$ cat src/rtl/tod_counter.sv
module tod_counter #(
  parameter int CLK_HZ = 50_000_000
) (
  input  logic       clk,
  input  logic       rst,
  output logic       sec_tick,
  output logic [5:0] sec_bin,
  output logic [5:0] min_bin,
  output logic [4:0] hr_bin,
  output logic [3:0] sec_tens,
  output logic [3:0] sec_ones,
  output logic [3:0] min_tens,
  output logic [3:0] min_ones,
  output logic [3:0] hr_tens,
  output logic [3:0] hr_ones
);
  localparam int PW = (CLK_HZ > 1) ? $clog2(CLK_HZ) : 1;
  localparam logic [PW-1:0] PMAX = PW'(CLK_HZ - 1);
  localparam logic [5:0] SEC_LAST = 6'd59;
  localparam logic [5:0] MIN_LAST = 6'd59;
  localparam logic [4:0] HR_LAST  = 5'd23;

  logic [PW-1:0] pre;
  logic sec_wrap, min_wrap;

  assign sec_tick = (pre == '0) && !rst;
  assign sec_wrap = sec_tick && (sec_bin == SEC_LAST);
  assign min_wrap = sec_wrap && (min_bin == MIN_LAST);

  always_ff @(posedge clk) begin
    if (rst)              pre <= '0;
    else if (pre == PMAX) pre <= '0;
    else                  pre <= pre + PW'(1);
  end

  always_ff @(posedge clk) begin
    if (rst)           sec_bin <= '0;
    else if (sec_wrap) sec_bin <= '0;
    else if (sec_tick) sec_bin <= sec_bin + 6'd1;
  end

  always_ff @(posedge clk) begin
    if (rst)           min_bin <= '0;
    else if (min_wrap) min_bin <= '0;
    else if (sec_wrap) min_bin <= min_bin + 6'd1;
  end

  always_ff @(posedge clk) begin
    if (rst)                                  hr_bin <= '0;
    else if (min_wrap && hr_bin == HR_LAST)   hr_bin <= '0;
    else if (min_wrap)                        hr_bin <= hr_bin + 5'd1;
  end

  function automatic logic [3:0] tens_of(input logic [5:0] v);
    return 4'(v / 6'd10);
  endfunction

  function automatic logic [3:0] ones_of(input logic [5:0] v);
    return 4'(v % 6'd10);
  endfunction

  assign sec_tens = tens_of(sec_bin);
  assign sec_ones = ones_of(sec_bin);
  assign min_tens = tens_of(min_bin);
  assign min_ones = ones_of(min_bin);
  assign hr_tens  = tens_of({1'b0, hr_bin});
  assign hr_ones  = ones_of({1'b0, hr_bin});
endmodule

$ cat config.mk
export PLATFORM = sky130hd
export DESIGN_NAME = tod_counter
export DESIGN_NICKNAME = d
export VERILOG_FILES = /design/src/rtl/tod_counter.sv
export SDC_FILE = /design/constraint.sdc
export NUM_CORES = 1
export LEC_CHECK = 0
export ABC_AREA = 0
export BUFFER_PORTS_ARGS = -buffer_cell sky130_fd_sc_hd__buf_2
export CORE_MARGIN = 2
export CORE_UTILIZATION = 40
export CTS_CLUSTER_DIAMETER = 200
export DETAILED_ROUTE_END_ITERATION = 8
export GPL_TIMING_DRIVEN = 0
export RECOVER_POWER = 100
export SETUP_SLACK_MARGIN = 0.5
export SLEW_MARGIN = 20
export SYNTH_ARGS = -nofsm -noshare
export SYNTH_HDL_FRONTEND = slang
export SYNTH_SLANG_ARGS = --single-unit
$ cat constraint.sdc
create_clock -name clk -period 2.5 [get_ports clk]
set_input_delay 0.625 -clock clk [delete_from_list [all_inputs] [get_ports clk]]
set_output_delay 0.625 -clock clk [all_outputs]
set_load 0.01 [all_outputs]
==> results.txt <==
Outcome: complete, no violations
Peak supply drop: 0.000273 V
DR WL met3: 233 microns
Routability cong.: 0.784
Vias in the first global route: 2476
Final design utilization: 61.3%
First-pass GRT wire length: 11.4 mm
Post-layout nets: 456
Initial Util: 41.3%
Core Box Area: 6790 sq um
R2R Setup Slk: 360 ps
Cells after synthesis: 338
HP Start: pre[0]$_SDFF_PP0_
CTS tree: done
DRC: 0
Final Max Tran Viols: 0
Leakage: 1.74 nW
Final Instance Count excl. Fillers: 534
Final WS setup: 26.4 ps
Most common flop cell mapped by yosys: dfxtp_1
Setup TNS: 0 ps
Commonest cells after routing, fill and taps aside: 54 x buf_4, 39 x nor2_1, 35 x buf_2
Pint: 991 uW
DR WL/cell: 12.9 microns
Die Ht: 87.8 microns
Clock tree buffer depth: 2
Max FO, Critical Path: 3
Wire length on met1: 3.12 mm
Mapped Area: 2810 sq um
IO Pins: 44
Leading cell type in the layout, fill and taps excluded: buf_4
Number of DRC markers in iteration 0: 100
Fill cells: 585
Die X: 87.8 microns
Clk root buf: clkbuf_8
Synthesized area per cell: 8.31 sq um
Worst-path clk slew: 90 ps
Rel. slew slack: 64.0%
Seq/Total Area, Yosys: 30.7%
Class of the worst hold path: register to register
H-tree levels: 2
Top Metal Used: met4
Max-Cap Viols: 0
# hold bufs at CTS: 0
R2R depth: 8
FMAX: 0.404 GHz
Post-Route WL: 6.91 mm
P&R area growth vs syn: 48.3%
GR Util All Layers: 18.3%
DP HPWL: 4.50 mm
Synth unique cells: 49
Via count: 2638
Sw Ratio: 24.7%
PwrDens: 316 nW/um^2
Setup WS pre-CTS: 3.03 ps
Worst Tran Pin Value: 540 ps
Crit start category: register
Dpl cells: 476
Routed Antenna Nets: 0
Remaining Overflow, GRT: 0
Share of layout cells above drive strength 1: 47.9%
EDFF count, synth: 0
Largest net degree at the start of global routing: 14
RSZ-0062 raised after global routing: true
CP Launch Point: hr_bin[0]$_SDFFE_PP0P_
Worst EP required: 1880 ps
Die Area: 7710 sq um
Row cnt: 30
Clock share of power: 38.3%
CP Class: register to output pin
Worst Skew: 15.6 ps
Fraction of registers with async set or reset after synthesis: 0%
DR WL met2: 3.40 mm
RR Endpoint: hr_bin[2]$_SDFFE_PP0P_
Worst-skew pair later-pin latency: 310 ps
WHS Endpoint: pre[0]$_SDFF_PP0_
Pre-Repair DR Iteration Count: 4
Flop pwr share: 52.6%
Number of diodes: 0
#FFs+latches synth: 43
PortBufs: 39
Logic pwr share: 9.2%
Worst R2R Start: min_bin[0]$_SDFFE_PP0P_
# setup viols final: 0
Fin crit period: 2470 ps
CTS sink count: 43
Critical path arrival: 1850 ps
Hold violation count in the final report: 0
Fin crit share: 98.9%
Hold Path Depth: 1
Warnings from Yosys: 0
CTS Buf Count: 5
Antenna violations before repair: 0
Crit path capture type: output pin
P_sw: 325 uW
Via density: 4.94
[flip-flops by register name, indices dropped and copies added, names as in the netlist]
name     flops
pre         26
min_bin      6
sec_bin      6
hr_bin       5
[power by group through the flow]
stage | registers (mW) | clock network, mW | logic, mW
detailed placement | 0.714 | 0 | 0.0846
global route | 0.692 | 0.545 | 0.137
global placement | 0.713 | 0 | 0.0839
finish | 0.691 | 0.503 | 0.121
floorplan | 0.712 | 0 | 0.0623
CTS | 0.693 | 0.518 | 0.0942
[synthesized netlist by cell type (all sizes together) (7+ instances only)]
cell type	n	share of area (%)
nor2	48	6.4
dfxtp	43	31
xnor2	28	8.7
nand2	22	2.9
nand3	22	4.1
inv	19	2.5
ha	17	7.6
nor4	15	5.4
buf	12	3.0
a21oi	11	2.0
nor3	11	2.1
xor2	11	3.4
o21ai	8	1.6
and3	7	1.6
nand4	7	2.1
[layout make-up]
| class | instances | area, sq um | area share [%] |
|---|---|---|---|
| Clock inverter | 1 | 6.26 | 0.150 |
| Multi-Input combinational cell | 260 | 2160 | 52.0 |
| Buffer | 18 | 153 | 3.67 |
| Clock buffer | 7 | 96.3 | 2.31 |
| Inverter | 20 | 100 | 2.40 |
| Sequential cell | 43 | 915 | 22.0 |
| Timing Repair Buffer | 89 | 611 | 14.7 |
| Tap cell | 96 | 120 | 2.88 |
[through the flow]
stage	hold slack [ps]	power (mW)	area, sq um
3_3_place_gp	482	0.797	3390
5_1_grt	450	1.37	4160
4_1_cts	510	1.31	3880
6_report	439	1.32	4160
2_1_floorplan	449	0.775	3080
3_5_place_dp	491	0.798	3390
[metal layers]
layer / GRT usage (%) / vias up
met5: 0 / -
met4: 6.43 / 0
met3: 3.02 / 16
met2: 30.4 / 52
met1: 24.0 / 1226
li1: - / 1344
[how the worst max path moves through the flow]
| stage | endpoint | depth (start not counted) |
|---|---|---|
| finish | hr_ones[1] | 9 |
| global placement | sec_tick | 7 |
| floorplan | min_ones[3] | 7 |
| detailed placement | sec_tick | 7 |
| CTS | hr_ones[2] | 8 |
| global route | sec_ones[2] | 7 |
[timing repair]
item,4_1_cts,5_1_grt
gates resized for setup,40,43
endpoints found under the setup margin,24,43
setup buffers,31,19
pin swaps,22,21
[worst max-delay path, stage by stage, from the launching register on]
cell      delay, ps
dfxtp_4         370
inv_4            50
ha_4            150
nor2_4          110
a211oi_2         90
o21ai_2         220
nand2_2         140
buf_6           150
xnor2_2         110
buf_2           140
[cells by family after synthesis]
family,after synthesis,share of synthesized area (%)
and+or+nand+nor,156,31.9
DFF,43,30.7
xor gates and xnor gates,39,12.2
AOI/OAI and AO/OA,38,8.78
buffers and inverters,38,6.64
adders and majority gates,17,7.58
muxes,6,2.14
other,1,0.134
Power figures use the tool's default switching activity.
